`src/rtl/evctr_pkg.sv`:
```
package evctr_pkg;
  typedef logic [11:0] aux_addr_t;

  localparam aux_addr_t A_CNT_LO   = 12'h250;
  localparam aux_addr_t A_CNT_HI   = 12'h251;
  localparam aux_addr_t A_SNAP_LO  = 12'h252;
  localparam aux_addr_t A_SNAP_HI  = 12'h253;
  localparam aux_addr_t A_CFG      = 12'h254;
  localparam aux_addr_t A_CTRL     = 12'h255;
  localparam aux_addr_t A_CIDX     = 12'h256;
  localparam aux_addr_t A_CTR_BLD  = 12'h0F5;
  localparam aux_addr_t A_COND_BLD = 12'h0F6;
  localparam aux_addr_t A_NIDX     = 12'h240;
  localparam aux_addr_t A_NAME0    = 12'h241;
  localparam aux_addr_t A_NAME1    = 12'h242;

  localparam int RUN_BIT  = 0;
  localparam int CLR_BIT  = 16;
  localparam int SNAP_BIT = 17;
endpackage

```
`src/rtl/evctr_cond_sel.sv`:
```
module evctr_cond_sel #(
  parameter int NUM_COND = 16,
  parameter int COND_W   = 4
) (
  input  logic [NUM_COND-1:0] cond_in,
  input  logic [COND_W-1:0]   sel,
  output logic                hit
);
  localparam logic [COND_W:0] LIMIT = (COND_W+1)'(NUM_COND);

  // Code 0 is the parked selector; codes past the input vector never fire.
  always_comb begin
    hit = 1'b0;
    if (sel != '0 && {1'b0, sel} < LIMIT)
      hit = cond_in[sel];
  end
endmodule

```
`src/rtl/evctr_counter.sv`:
```
module evctr_counter #(
  parameter int NUM_COND = 16,
  parameter int COND_W   = 4,
  parameter int CTR_W    = 48
) (
  input  logic                clk,
  input  logic                rst_n,
  input  logic                run_en,
  input  logic [NUM_COND-1:0] cond_in,
  input  logic                clr,
  input  logic                lo_we,
  input  logic                hi_we,
  input  logic                cfg_we,
  input  logic [31:0]         wdata,
  output logic [CTR_W-1:0]    value,
  output logic [COND_W-1:0]   cfg
);
  localparam int HI_W = CTR_W - 32;
  localparam logic [CTR_W-1:0] ONE = {{(CTR_W-1){1'b0}}, 1'b1};

  logic hit;

  evctr_cond_sel #(.NUM_COND(NUM_COND), .COND_W(COND_W)) u_sel (
    .cond_in (cond_in),
    .sel     (cfg),
    .hit     (hit)
  );

  always_ff @(posedge clk or negedge rst_n) begin
    if (!rst_n) begin
      value <= '0;
      cfg   <= '0;
    end else begin
      if (cfg_we)
        cfg <= wdata[COND_W-1:0];
      if (clr)
        value <= '0;
      else if (lo_we)
        value[31:0] <= wdata;
      else if (hi_we)
        value[CTR_W-1:32] <= wdata[HI_W-1:0];
      else if (run_en && hit)
        value <= value + ONE;
    end
  end
endmodule

```
`src/rtl/evctr_name_rom.sv`:
```
module evctr_name_rom #(
  parameter int NUM_COND = 16
) (
  input  logic [7:0]  idx,
  output logic [31:0] word0,
  output logic [31:0] word1
);
  localparam logic [8:0] LIMIT = 9'(NUM_COND);

  logic [7:0] tens;
  logic [7:0] units;

  // Name is "evt" + two decimal digits, NUL padded; character 0 in the low byte.
  always_comb begin
    tens  = idx / 8'd10;
    units = idx % 8'd10;
    word0 = '0;
    word1 = '0;
    if ({1'b0, idx} < LIMIT) begin
      word0 = {8'h30 + tens, 8'h74, 8'h76, 8'h65};
      word1 = {24'h0, 8'h30 + units};
    end
  end
endmodule

```
`src/rtl/evctr_unit.sv`:
```
module evctr_unit
  import evctr_pkg::*;
#(
  parameter int         NUM_CTR   = 4,
  parameter int         SIZE_CODE = 1,
  parameter int         NUM_COND  = 16,
  parameter logic [7:0] VERSION   = 8'h01,
  parameter logic [7:0] EXT_FIELD = 8'h00
) (
  input  logic                clk,
  input  logic                rst_n,
  input  logic                bus_we,
  input  logic [11:0]         bus_addr,
  input  logic [31:0]         bus_wdata,
  output logic [31:0]         bus_rdata,
  input  logic [NUM_COND-1:0] cond_in
);
  localparam int CTR_W  = 32 + 16 * SIZE_CODE;
  localparam int IDX_W  = (NUM_CTR > 1) ? $clog2(NUM_CTR) : 1;
  localparam int COND_W = (NUM_COND > 1) ? $clog2(NUM_COND) : 1;
  localparam logic [8:0] CTR_LIMIT = 9'(NUM_CTR);
  localparam logic [31:0] CTR_BUILD =
    {EXT_FIELD, 8'(NUM_CTR), 6'b0, 2'(SIZE_CODE), VERSION};
  localparam logic [31:0] COND_BUILD = {16'(NUM_COND), 8'h00, VERSION};

  logic [7:0]                    ctr_idx;
  logic [7:0]                    cond_idx;
  logic                          run_en;
  logic [CTR_W-1:0]              snap;
  logic [NUM_CTR-1:0][CTR_W-1:0] ctr_val;
  logic [NUM_CTR-1:0][COND_W-1:0] ctr_cfg;

  logic             idx_ok;
  logic [IDX_W-1:0] sel;
  logic [CTR_W-1:0] sel_val;
  logic [COND_W-1:0] sel_cfg;
  logic wr_lo, wr_hi, wr_cfg, wr_ctrl, wr_cidx, wr_nidx;
  logic clr_all, take_snap;
  logic [31:0] name_w0, name_w1;

  assign idx_ok  = {1'b0, ctr_idx} < CTR_LIMIT;
  assign sel     = ctr_idx[IDX_W-1:0];
  assign sel_val = idx_ok ? ctr_val[sel] : '0;
  assign sel_cfg = idx_ok ? ctr_cfg[sel] : '0;

  assign wr_lo     = bus_we && (bus_addr == A_CNT_LO);
  assign wr_hi     = bus_we && (bus_addr == A_CNT_HI);
  assign wr_cfg    = bus_we && (bus_addr == A_CFG);
  assign wr_ctrl   = bus_we && (bus_addr == A_CTRL);
  assign wr_cidx   = bus_we && (bus_addr == A_CIDX);
  assign wr_nidx   = bus_we && (bus_addr == A_NIDX);
  assign clr_all   = wr_ctrl && bus_wdata[CLR_BIT];
  assign take_snap = wr_ctrl && bus_wdata[SNAP_BIT];

  always_ff @(posedge clk or negedge rst_n) begin
    if (!rst_n) begin
      ctr_idx  <= '0;
      cond_idx <= '0;
      run_en   <= 1'b0;
      snap     <= '0;
    end else begin
      if (wr_cidx) ctr_idx <= bus_wdata[7:0];
      if (wr_nidx) cond_idx <= bus_wdata[7:0];
      if (wr_ctrl) run_en <= bus_wdata[RUN_BIT];
      if (take_snap) snap <= sel_val;
    end
  end

  for (genvar i = 0; i < NUM_CTR; i++) begin : g_ctr
    logic hit_me;
    assign hit_me = idx_ok && (sel == IDX_W'(i));

    evctr_counter #(
      .NUM_COND (NUM_COND),
      .COND_W   (COND_W),
      .CTR_W    (CTR_W)
    ) u_ctr (
      .clk     (clk),
      .rst_n   (rst_n),
      .run_en  (run_en),
      .cond_in (cond_in),
      .clr     (clr_all),
      .lo_we   (wr_lo && hit_me),
      .hi_we   (wr_hi && hit_me),
      .cfg_we  (wr_cfg && hit_me),
      .wdata   (bus_wdata),
      .value   (ctr_val[i]),
      .cfg     (ctr_cfg[i])
    );
  end

  evctr_name_rom #(.NUM_COND(NUM_COND)) u_names (
    .idx   (cond_idx),
    .word0 (name_w0),
    .word1 (name_w1)
  );

  always_comb begin
    unique case (bus_addr)
      A_CNT_LO:   bus_rdata = sel_val[31:0];
      A_CNT_HI:   bus_rdata = 32'(sel_val[CTR_W-1:32]);
      A_SNAP_LO:  bus_rdata = snap[31:0];
      A_SNAP_HI:  bus_rdata = 32'(snap[CTR_W-1:32]);
      A_CFG:      bus_rdata = 32'(sel_cfg);
      A_CTRL:     bus_rdata = {31'b0, run_en};
      A_CIDX:     bus_rdata = {24'b0, ctr_idx};
      A_CTR_BLD:  bus_rdata = CTR_BUILD;
      A_COND_BLD: bus_rdata = COND_BUILD;
      A_NIDX:     bus_rdata = {24'b0, cond_idx};
      A_NAME0:    bus_rdata = name_w0;
      A_NAME1:    bus_rdata = name_w1;
      default:    bus_rdata = '0;
    endcase
  end
endmodule

```
`config.mk`:
```
export PLATFORM = sky130hd
export DESIGN_NAME = evctr_unit
export DESIGN_NICKNAME = d
export VERILOG_FILES = /design/src/rtl/evctr_pkg.sv /design/src/rtl/evctr_cond_sel.sv /design/src/rtl/evctr_counter.sv /design/src/rtl/evctr_name_rom.sv /design/src/rtl/evctr_unit.sv
export SDC_FILE = /design/constraint.sdc
export NUM_CORES = 1
export LEC_CHECK = 0
export ABC_AREA = 1
export BUFFER_PORTS_ARGS = -buffer_cell sky130_fd_sc_hd__buf_2
export CAP_MARGIN = 20
export CELL_PAD_IN_SITES_DETAIL_PLACEMENT = 0
export CELL_PAD_IN_SITES_GLOBAL_PLACEMENT = 2
export CORE_AREA = 5 5 238 240
export DETAILED_ROUTE_END_ITERATION = 8
export DIE_AREA = 0 0 243 245
export PLACE_DENSITY = 0.86
export SETUP_SLACK_MARGIN = 0.1
export SYNTH_ARGS = -nofsm -noshare
export SYNTH_HDL_FRONTEND = slang
export SYNTH_SLANG_ARGS = --single-unit
```
`constraint.sdc`:
```
create_clock -name clk -period 2.8 [get_ports clk]
set_input_delay 0.28 -clock clk [delete_from_list [all_inputs] [get_ports clk]]
set_output_delay 0.28 -clock clk [all_outputs]
set_load 0.02 [all_outputs]
```
# Word level (Yosys, flattened, before mapping)
# Index checks and enable logic that the tools add are counted.
[classes] addsub=6 mul=0 div=2 n_lt_le_gt_ge=7 eq_ne=23 shifts=0 n_mux=45 n_bitwise=0 reduce_logical=49
[op_table] cell="2-to-1 mux 48 bit" count=10
[op_table] cell="case mux 32 bit (12 select lines)" count=1
[op_table] cell="2-to-1 mux 32 bit" count=9
[op_table] cell="adder 48 x 1 -> 48 bit, second input constant" count=4
[op_table] cell="2-to-1 mux 16 bit" count=8
[op_table] cell="== test 12 x 10 -> 1 bit, second input constant" count=10
[op_table] cell="binary-select mux 48 bit (select 2 bit)" count=1
[op_table] cell="logical AND 1 bit" count=28
[op_table] cell="== test 12 x 8 -> 1 bit, second input constant" count=2
[op_table] cell="nonzero test 3 bit" count=8
[op_table] cell="< comparator 4 x 5 -> 1 bit, second input constant" count=4
[op_table] cell="adder 6 x 8 -> 8 bit, first input constant" count=2
[op_table] cell="binary-select mux 1 bit (select 4 bit)" count=4
[op_table] cell="AND reduction 2 bit" count=8
[op_table] cell="nonzero test 4 bit" count=4
[op_table] cell="inequality test 3 x 2 -> 1 bit, second input constant" count=4
[op_table] cell="binary-select mux 4 bit (select 2 bit)" count=1
[op_table] cell="divider 8 x 4 -> 8 bit, second input constant" count=1
[op_table] cell="< comparator 8 x 3 -> 1 bit, second input constant" count=1
[op_table] cell="< comparator 8 x 5 -> 1 bit, second input constant" count=1
[op_table] cell="modulo 8 x 4 -> 8 bit, second input constant" count=1
[op_table] cell="2-to-1 mux 1 bit" count=8
[op_table] cell="2-to-1 mux 4 bit" count=2
[op_table] cell="2-to-1 mux 8 bit" count=1
[op_table] cell="other kinds (5)" count=9
[totals] ff_bits=273 latch_bits=0 ram_bits=0 mem_bits_ro=0 elab_cells=148 memories=0

# Logic depth before layout (Yosys ltp)
# Gate-level depths: netlist of the first run.
[depth] ltp_word=8 mapped_depth=22 ltp_nobuf=22

# By module
# A second synthesis of the first run with hierarchy kept.
[unflattened] hier_cells=3884 hier_area_um2=23239.8
[by_module_without_submodules] module="evctr_counter" instances=4 cells_per_inst=643 area_per_inst_um2=3998.8
[by_module_without_submodules] module="evctr_unit" instances=1 cells_per_inst=990 area_per_inst_um2=5675.4
[by_module_without_submodules] module="evctr_name_rom" instances=1 cells_per_inst=150 area_per_inst_um2=873.3
[by_module_without_submodules] module="evctr_cond_sel" instances=4 cells_per_inst=43 area_per_inst_um2=173.9

# Worst setup path before layout of the first run
# No wires, ideal clock.
[synth_timing] path_kind="reg2out" from="register cond_idx[7]" to="output port bus_rdata[2]" t_arrival_ps=2351 required_ps=2520 path_slack_ps=169 stages_incl_launch_ff=19 path_buffers=0 path_cell_list="dfrtp_1 > inv_2 > o21ai_2 > inv_2 > nand2_2 > nand3_2 > nand2_2 > nand2_2 > nand2_2 > nand2_2 > a21oi_2 > nand2_2 > nand2_2 > nand2_1 > and2_1 > ha_1 > nand2_1 > nand3_1 > a21oi_1"
[synth_via] elab_chain_cells=4 elab_cells_between_ends=6 classes_between="add/sub (1); div (1); order compare (1); mux (3)"
[synth_lines] element="from (decl)" line_no="evctr_unit.sv:27" rtl="logic [7:0] cond_idx;"
[synth_lines] element="from (signal assigned)" line_no="evctr_unit.sv:63" rtl="if (wr_nidx) cond_idx <= bus_wdata[7:0];"
[synth_lines] element="modulo 8 x 4 -> 8 bit" line_no="evctr_name_rom.sv:16" rtl="units = idx % 8'd10;"
[synth_lines] element="adder 6 x 8 -> 8 bit" line_no="evctr_name_rom.sv:21" rtl="word1 = {24'h0, 8'h30 + units};"
[synth_lines] element="2-to-1 mux 8 bit" line_no="evctr_name_rom.sv:19" rtl="if ({1'b0, idx} < LIMIT) begin"
[synth_lines] element="case mux 32 bit (12 select lines) *" line_no="evctr_unit.sv:99" rtl="unique case (bus_addr)"
[synth_lines] element="to (decl)" line_no="evctr_unit.sv:15" rtl="output logic [31:0] bus_rdata,"
# Every way passes the cells marked *; elsewhere a longest branch is shown, timed or not.

# Worst setup path after layout of the first run
# Ends and elaborated chain as after synthesis.

==> impl_metrics.env, run 1 <==
export IMPL_status="complete, but fails checks"
export IMPL_violations="setup timing"
export IMPL_die_area_sq_mm=0.0595
export IMPL_track_usage_pct=31.1
export IMPL_drt_met1_wl_mm=39.9
export IMPL_hold_class="in2reg"
export IMPL_syn_nets=2824
export IMPL_mostFrequentLayoutCell="nand2_1"
export IMPL_crit_arrival_ps=3010
export IMPL_finClkSkew_ps=22.2
export IMPL_path_max_fanout=5
export IMPL_area_growth_pct=33.7
export IMPL_vias=22500
export IMPL_clockBufferDepth=3
export IMPL_wl_met3_mm=8.53
export IMPL_syn_area_per_cell_sq_um=7.22
export IMPL_gp_congestion=0.982
export IMPL_max_cap_violations=0
export IMPL_synth_edf_count=0
export IMPL_fin_ws_ps=-487
export IMPL_drive_gt1_share_pct=27.1
export IMPL_rows=86
export IMPL_setup_viol=27
export IMPL_slew_headroom_pct=24.9
export IMPL_slew_violations=0
export IMPL_crit_path_end_kind="output port"
export IMPL_timing_hold_ws_ps=25.0
export IMPL_final_hold_viol_count=0
export IMPL_wl_met2_mm=43.7
export IMPL_cts_tree="built"
export IMPL_worstMarginPinSlew_ps=1100
export IMPL_hpwl_mm=73.3
export IMPL_nets=3166
export IMPL_crit_required_ps=2520
export IMPL_critPathKind="reg2out"
export IMPL_nFillCells=5421
export IMPL_grt_pass1_vias=21400
export IMPL_drtAntennaViolNets=0
export IMPL_layout_common_cells="nand2_1 (518), inv_1 (331), buf_4 (265)"
export IMPL_root_buffer="clkbuf_16"
export IMPL_htreeDepth=2
export IMPL_synth_distinct_cells=69
export IMPL_numPortBuffers=94
export IMPL_synth_flop_cell="dfrtp_1"
export IMPL_async_flop_share_pct=100
export IMPL_fmax_mhz=304
export IMPL_io_pins=95
export IMPL_post_drt_wl_per_cell_microns=25.3
export IMPL_clock_latency_ps=590
export IMPL_syn_inst=2756
export IMPL_start_util_pct=36.5
export IMPL_antenna_found_initial=1
export IMPL_wirelength_mm=97.0
export IMPL_dr_pass1_iters=5
export IMPL_die_w_microns=243
export IMPL_coreArea_sq_mm=0.0544
export IMPL_period_share_pct=117
export IMPL_ys_seq_elements=273
export IMPL_numCtsBuffers=39
export IMPL_vias_per_cell=5.86
export IMPL_antennaDiodeCount=0
export IMPL_p_leak_uw=0.0121
export IMPL_grt_max_degree=67
export IMPL_ys_seq_area_share_pct=34.4
export IMPL_die_height_microns=245
export IMPL_initialDrtViolationCount=2124
export IMPL_start_kind="flip-flop"
export IMPL_p_per_area_mw_per_mm2=440
export IMPL_cts_sinks=273
export IMPL_clkTransAtPathRegs_ps=60
export IMPL_period_minus_slack_ps=3290
export IMPL_overflow=0
export IMPL_finish_utilization_pct=48.8
export IMPL_peakVddDrop_uv=388
export IMPL_grt_pass1_wl_mm=140
export IMPL_drc=0
export IMPL_top_layer="met5"
export IMPL_rsz0062_at_grt="yes"
export IMPL_syn_area_sq_mm=0.0199
export IMPL_ys_warn_count=0
[worst max-delay path, stage by stage, from the launching register on]
cell and delay [ps]:
dfrtp_2 460, a21oi_2 180, o21bai_2 100, nand2_4 110, nand2_2 80, a21oi_4 180
nand2_4 90, nand2_4 90, nand2_4 70, nand3_4 80, nand2_4 70, nand2_4 70
nand2_2 50, and2_4 150, ha_4 230, nand2_2 60, nand3_2 70, a21oi_2 140
buf_6 140
[sequential cells by signal (all words and copies together) (netlist names)]
signal	cells
run_en	1
snap	48
cond_idx	8
g_ctr.u_ctr.value	192
ctr_idx	8
g_ctr.u_ctr.cfg	16
[routing by layer]
metal	GRT usage (%)	vias up
li1	-	10200
met1	41.8	11000
met2	49.6	1022
met3	6.58	200
met4	11.9	2
met5	0	-
[synth_stat cells, types with 5 or more instances]
cell type / instances / area, sq um
nor2_2: 23 / 144
a211oi_1: 6 / 45.0
buf_1: 10 / 37.5
a21oi_1: 63 / 315
a31oi_1: 12 / 75.1
xor2_1: 134 / 1170
o21ai_2: 6 / 52.6
a221oi_1: 17 / 149
nand4_1: 39 / 244
nor3_2: 9 / 90.1
nor4_1: 71 / 444
nor3_4: 5 / 81.3
buf_4: 5 / 37.5
xnor2_1: 5 / 43.8
o21ai_0: 270 / 1350
nor3b_1: 5 / 37.5
nand3_1: 73 / 365
nand2_2: 28 / 175
o221ai_1: 13 / 114
inv_2: 34 / 128
nand3_2: 14 / 140
o21ai_1: 55 / 275
nor3_1: 99 / 495
a22oi_1: 19 / 143
ha_1: 5 / 62.6
o22ai_1: 183 / 1140
o21a_1: 13 / 97.6
clkbuf_1: 59 / 221
nor2_4: 23 / 259
buf_2: 36 / 180
inv_1: 344 / 1290
o2111ai_1: 19 / 166
o211ai_1: 43 / 323
nor2_1: 137 / 514
dfrtp_1: 273 / 6830
nand2_1: 543 / 2040
[final timing paths]
| path | cells past startpoint | slack [ps] | from | to |
|---|---|---|---|---|
| setup / recovery | 18 | -490 | cond_idx[7]$_DFFE_PN0P_ | bus_rdata[2] |
| hold / removal | 3 | 20 | bus_wdata[25] | g_ctr[0].u_ctr.value[25]$_DFFE_PN0P_ |
| setup reg to reg | 12 | 140 | ctr_idx[7]$_DFFE_PN0P_ | g_ctr[0].u_ctr.value[34]$_DFFE_PN0P_ |
| hold reg to reg | 2 | 480 | snap[47]$_DFFE_PN0P_ | snap[47]$_DFFE_PN0P_ |
| max in group asynchronous | 3 | 1650 | rst_n | g_ctr[2].u_ctr.value[35]$_DFFE_PN0P_ |
| min in group asynchronous | 2 | 260 | rst_n | g_ctr[0].u_ctr.value[46]$_DFFE_PN0P_ |
[report_power, final]
| part | switching (uW) | internal (uW) |
|---|---|---|
| Combinational | 1490 | 771 |
| Sequential | 280 | 4090 |
| Clock | 2080 | 3000 |
[metrics by stage]
stage | area [sq um] | cells | TNS, ps | setup slack (ps) | power, uW
CTS | 25200 | 3772 | -3850 | -439 | 11600
floorplan | 19900 | 2756 | 0 | 169 | 5270
global route | 26600 | 3831 | -7090 | -611 | 12100
global placement | 22500 | 3653 | 0 | 23.0 | 6390
detailed placement | 22500 | 3653 | -55.3 | -40.8 | 6410
finish | 26600 | 3831 | -4810 | -487 | 11700
[area by class of cell]
class                           count  area (sq um)  share of cell area [%]
Inverter                          383          1490                    5.59
Clock inverter                     12           126                   0.475
Timing Repair Buffer              409          3490                    13.1
Tap cell                          704           881                    3.31
Timing Repair inverter              5          32.5                   0.122
Sequential cell                   273          6850                    25.8
Multi-Input combinational cell   1987         12600                    47.3
Clock buffer                       58          1140                    4.28
[cell families after synthesis]
logic type / count (synthesis) / synth area share, %
adders and majority gates: 5 / 0.315
xor gates and xnor gates: 139 / 6.12
and+or+nand+nor: 1088 / 26.3
AOI/OAI and AO/OA: 746 / 22.7
DFF: 273 / 34.4
muxes: 7 / 0.396
buffers and inverters: 498 / 9.88
[timing repair]
item / in CTS / in global routing
pin swaps: 57 / 98
endpoints found under the setup margin: 108 / 193
resized for setup: 217 / 207
hold endpoints to repair: 61 / 0
cloned: 6 / 3
setup buffers: 47 / 62
hold buffers: 1 / 0
Power figures use the tool's default switching activity.
==> run 2, diff against run 1 <==
--- a/config.mk
+++ b/config.mk
@@ -13,7 +13,7 @@
 export CORE_AREA = 5 5 238 240
 export DETAILED_ROUTE_END_ITERATION = 8
 export DIE_AREA = 0 0 243 245
-export PLACE_DENSITY = 0.86
+export PLACE_DENSITY = 0.94
 export SETUP_SLACK_MARGIN = 0.1
 export SYNTH_ARGS = -nofsm -noshare
 export SYNTH_HDL_FRONTEND = slang
==> impl_metrics.env, run 2 (synthesized netlist as in run 1, its figures left out) <==
export IMPL_status="complete, but fails checks"
export IMPL_violations="setup timing"
export IMPL_coreArea_sq_mm=0.0544
export IMPL_gp_congestion=1.08
export IMPL_numPortBuffers=94
export IMPL_root_buffer="clkbuf_16"
export IMPL_p_int_uw=8050
export IMPL_io_pins=95
export IMPL_max_flop_register="g_ctr.u_ctr.value"
export IMPL_final_hold_viol_count=0
export IMPL_hp_start="bus_wdata[15]"
export IMPL_hold_class="in2reg"
export IMPL_start_util_pct=36.5
export IMPL_htreeDepth=2
export IMPL_cts_sinks=273
export IMPL_min_path_cells=3
export IMPL_worstMarginPinSlew_ps=1020
export IMPL_total_power_uw=11800
export IMPL_die_area_sq_mm=0.0595
export IMPL_post_place_ws_ps=-55.5
export IMPL_antenna_found_initial=1
export IMPL_worst_path_buf_inv=3
export IMPL_max_cap_violations=0
export IMPL_dp_cells=3613
export IMPL_clock_latency_ps=560
export IMPL_grt_pass1_wl_mm=133
export IMPL_reg2reg_slack_ps=160
export IMPL_vias=23000
export IMPL_p_per_area_mw_per_mm2=443
export IMPL_rr_endpoint="g_ctr[3].u_ctr.value[13]$_DFFE_PN0P_"
export IMPL_critPathKind="reg2out"
export IMPL_largest_register_ffs=192
export IMPL_power_frac_seq_pct=37.3
export IMPL_initialDrtViolationCount=3267
export IMPL_p_clk_share_pct=43.4
export IMPL_track_usage_pct=29.1
export IMPL_grt_max_degree=74
export IMPL_r2r_start="ctr_idx[0]$_DFFE_PN0P_"
export IMPL_rows=86
export IMPL_largestRegisters="g_ctr.u_ctr.value: 192 flops, snap: 48 flops, g_ctr.u_ctr.cfg: 16 flops"
export IMPL_p_leak_uw=0.0120
export IMPL_clockBufferDepth=3
export IMPL_nets=3141
export IMPL_area_growth_pct=33.5
export IMPL_crit_required_ps=2520
export IMPL_slew_violations=0
export IMPL_peakVddDrop_uv=398
export IMPL_die_w_microns=243
export IMPL_rsz0062_at_grt="yes"
export IMPL_grt_pass1_vias=21400
export IMPL_die_height_microns=245
export IMPL_switchingPower_uw=3710
export IMPL_wirelength_mm=92.4
export IMPL_max_stage_delay_ps=470
export IMPL_overflow=0
export IMPL_multi_input_area_sq_mm=0.0127
export IMPL_fin_cells=3804
export IMPL_setup_viol=24
export IMPL_seq_area_sq_mm=0.00685
export IMPL_path_cells="a21oi_2 -> o21bai_2 -> nand2_4 -> nand2_4 -> a21oi_4 -> nand2_4 -> nand2_4 -> nand2_4 -> buf_6 -> nand2_4 -> nand2_2 -> nand2_2 -> nand2_1 -> nand2_2 -> inv_2 -> nand2_4 -> nand2_4 -> nand2_2 -> nand3_2 -> a21oi_2 -> buf_6"
export IMPL_start_kind="flip-flop"
export IMPL_clkTransAtPathRegs_ps=60
export IMPL_numCtsBuffers=35
export IMPL_mostFrequentLayoutCell="nand2_1"
export IMPL_crit_arrival_ps=3070
export IMPL_drtAntennaViolNets=0
export IMPL_cpMaxStageDelayCell="dfrtp_2"
export IMPL_nFillCells=5148
export IMPL_drive_gt1_share_pct=26.7
export IMPL_post_drt_wl_per_cell_microns=24.3
export IMPL_min_to="g_ctr[2].u_ctr.value[47]$_DFFE_PN0P_"
export IMPL_vias_per_cell=6.03
export IMPL_crit_top_cell="nand2_4"
export IMPL_fin_ws_ps=-549
export IMPL_period_minus_slack_ps=3350
export IMPL_crit_path_end_kind="output port"
export IMPL_drc=0
export IMPL_fin_setup_tns_ps=-4150
export IMPL_path_max_fanout=6
export IMPL_slew_headroom_pct=30.2
export IMPL_layout_common_cells="nand2_1 (513), inv_1 (334), dfrtp_1 (262)"
export IMPL_timing_hold_ws_ps=69.9
export IMPL_power_frac_comb_pct=19.3
export IMPL_netSwitchingFraction_pct=31.6
export IMPL_finClkSkew_ps=14.2
export IMPL_period_share_pct=120
export IMPL_worst_r2r_path_depth=14
export IMPL_dr_pass1_iters=8
export IMPL_fmax_mhz=299
export IMPL_critical_path_top_delay_family="simple AND/OR/NAND/NOR gates"
export IMPL_cts_tree="built"
export IMPL_hpwl_mm=68.2
-- run 2: changes by cell type in the layout (fill, tap and decap cells not counted), sizes merged, moves of 2 or more --
cell / previous run / this run
nand2: 577 / 575
bufinv: 3 / 7
clkbuf: 58 / 51
buf: 407 / 384
clkinv: 10 / 12
-- run 2: layout make-up --
cell class	instances	share of cell area, %
clock inverters	12	0.900
well taps	704	3.32
repair inverters	9	0.278
diodes	1	0.00942
flip-flops and latches	273	25.8
multi-input cells	1986	48.0
repair buffers	385	12.3
clock buffers	51	3.84
inverters	383	5.59
-- run 2: power by group through the flow --
| stage | logic (uW) | registers, uW | clock network [uW] |
|---|---|---|---|
| 2_1_floorplan | 987 | 4280 | 0 |
| 3_3_place_gp | 1940 | 4400 | 0 |
| 3_5_place_dp | 1970 | 4400 | 0 |
| 4_1_cts | 2120 | 4360 | 5130 |
| 5_1_grt | 2390 | 4400 | 5300 |
| 6_report | 2270 | 4390 | 5100 |
-- run 2: routing by layer --
layer / share of wire (%) / global-route usage, % / wire, microns
met4: 5.1 / 12.0 / 4750
met3: 12 / 7.04 / 11000
met5: 0 / 0 / 0
met1: 39 / 38.8 / 35800
met2: 44 / 45.4 / 40800
-- run 2: worst max path at each step --
stage	end	depth (start not counted)	slack, ps	from
floorplan	bus_rdata[2]	18	170	cond_idx[7]$_DFFE_PN0P_
global placement	g_ctr[2].u_ctr.value[2]$_DFFE_PN0P_	11	-20	g_ctr[2].u_ctr.cfg[0]$_DFFE_PN0P_
detailed placement	bus_rdata[2]	19	-60	cond_idx[7]$_DFFE_PN0P_
CTS	bus_rdata[2]	19	-470	cond_idx[7]$_DFFE_PN0P_
global route	bus_rdata[1]	21	-670	cond_idx[7]$_DFFE_PN0P_
finish	bus_rdata[2]	21	-550	cond_idx[7]$_DFFE_PN0P_
-- run 2: stage by stage --
stage / cell area [sq um] / utilization (%)
2_1_floorplan: 19900 / -
5_1_grt: 26500 / 48.8
4_1_cts: 25200 / 46.2
6_report: 26600 / 48.8
3_5_place_dp: 22200 / 40.7
3_3_place_gp: 22200 / 40.7
-- run 2: timing repair --
action                                 4_1_cts  5_1_grt
pin swaps                                   71       88
endpoints found under the hold margin       67        0
gates cloned                                 5        7
setup endpoints to repair                   91      159
hold buffers                                 1        0
gates resized for setup                    286      185
buffers inserted                            48       76
-- run 2: worst register-to-register path: cells and delay by family, from the launching register on --
family	cells	cell delay [ps]
flip-flops	1	460
AND/OR/NAND/NOR	4	310
AO/OA/AOI/OAI	2	470
buffers and inverters	8	1330
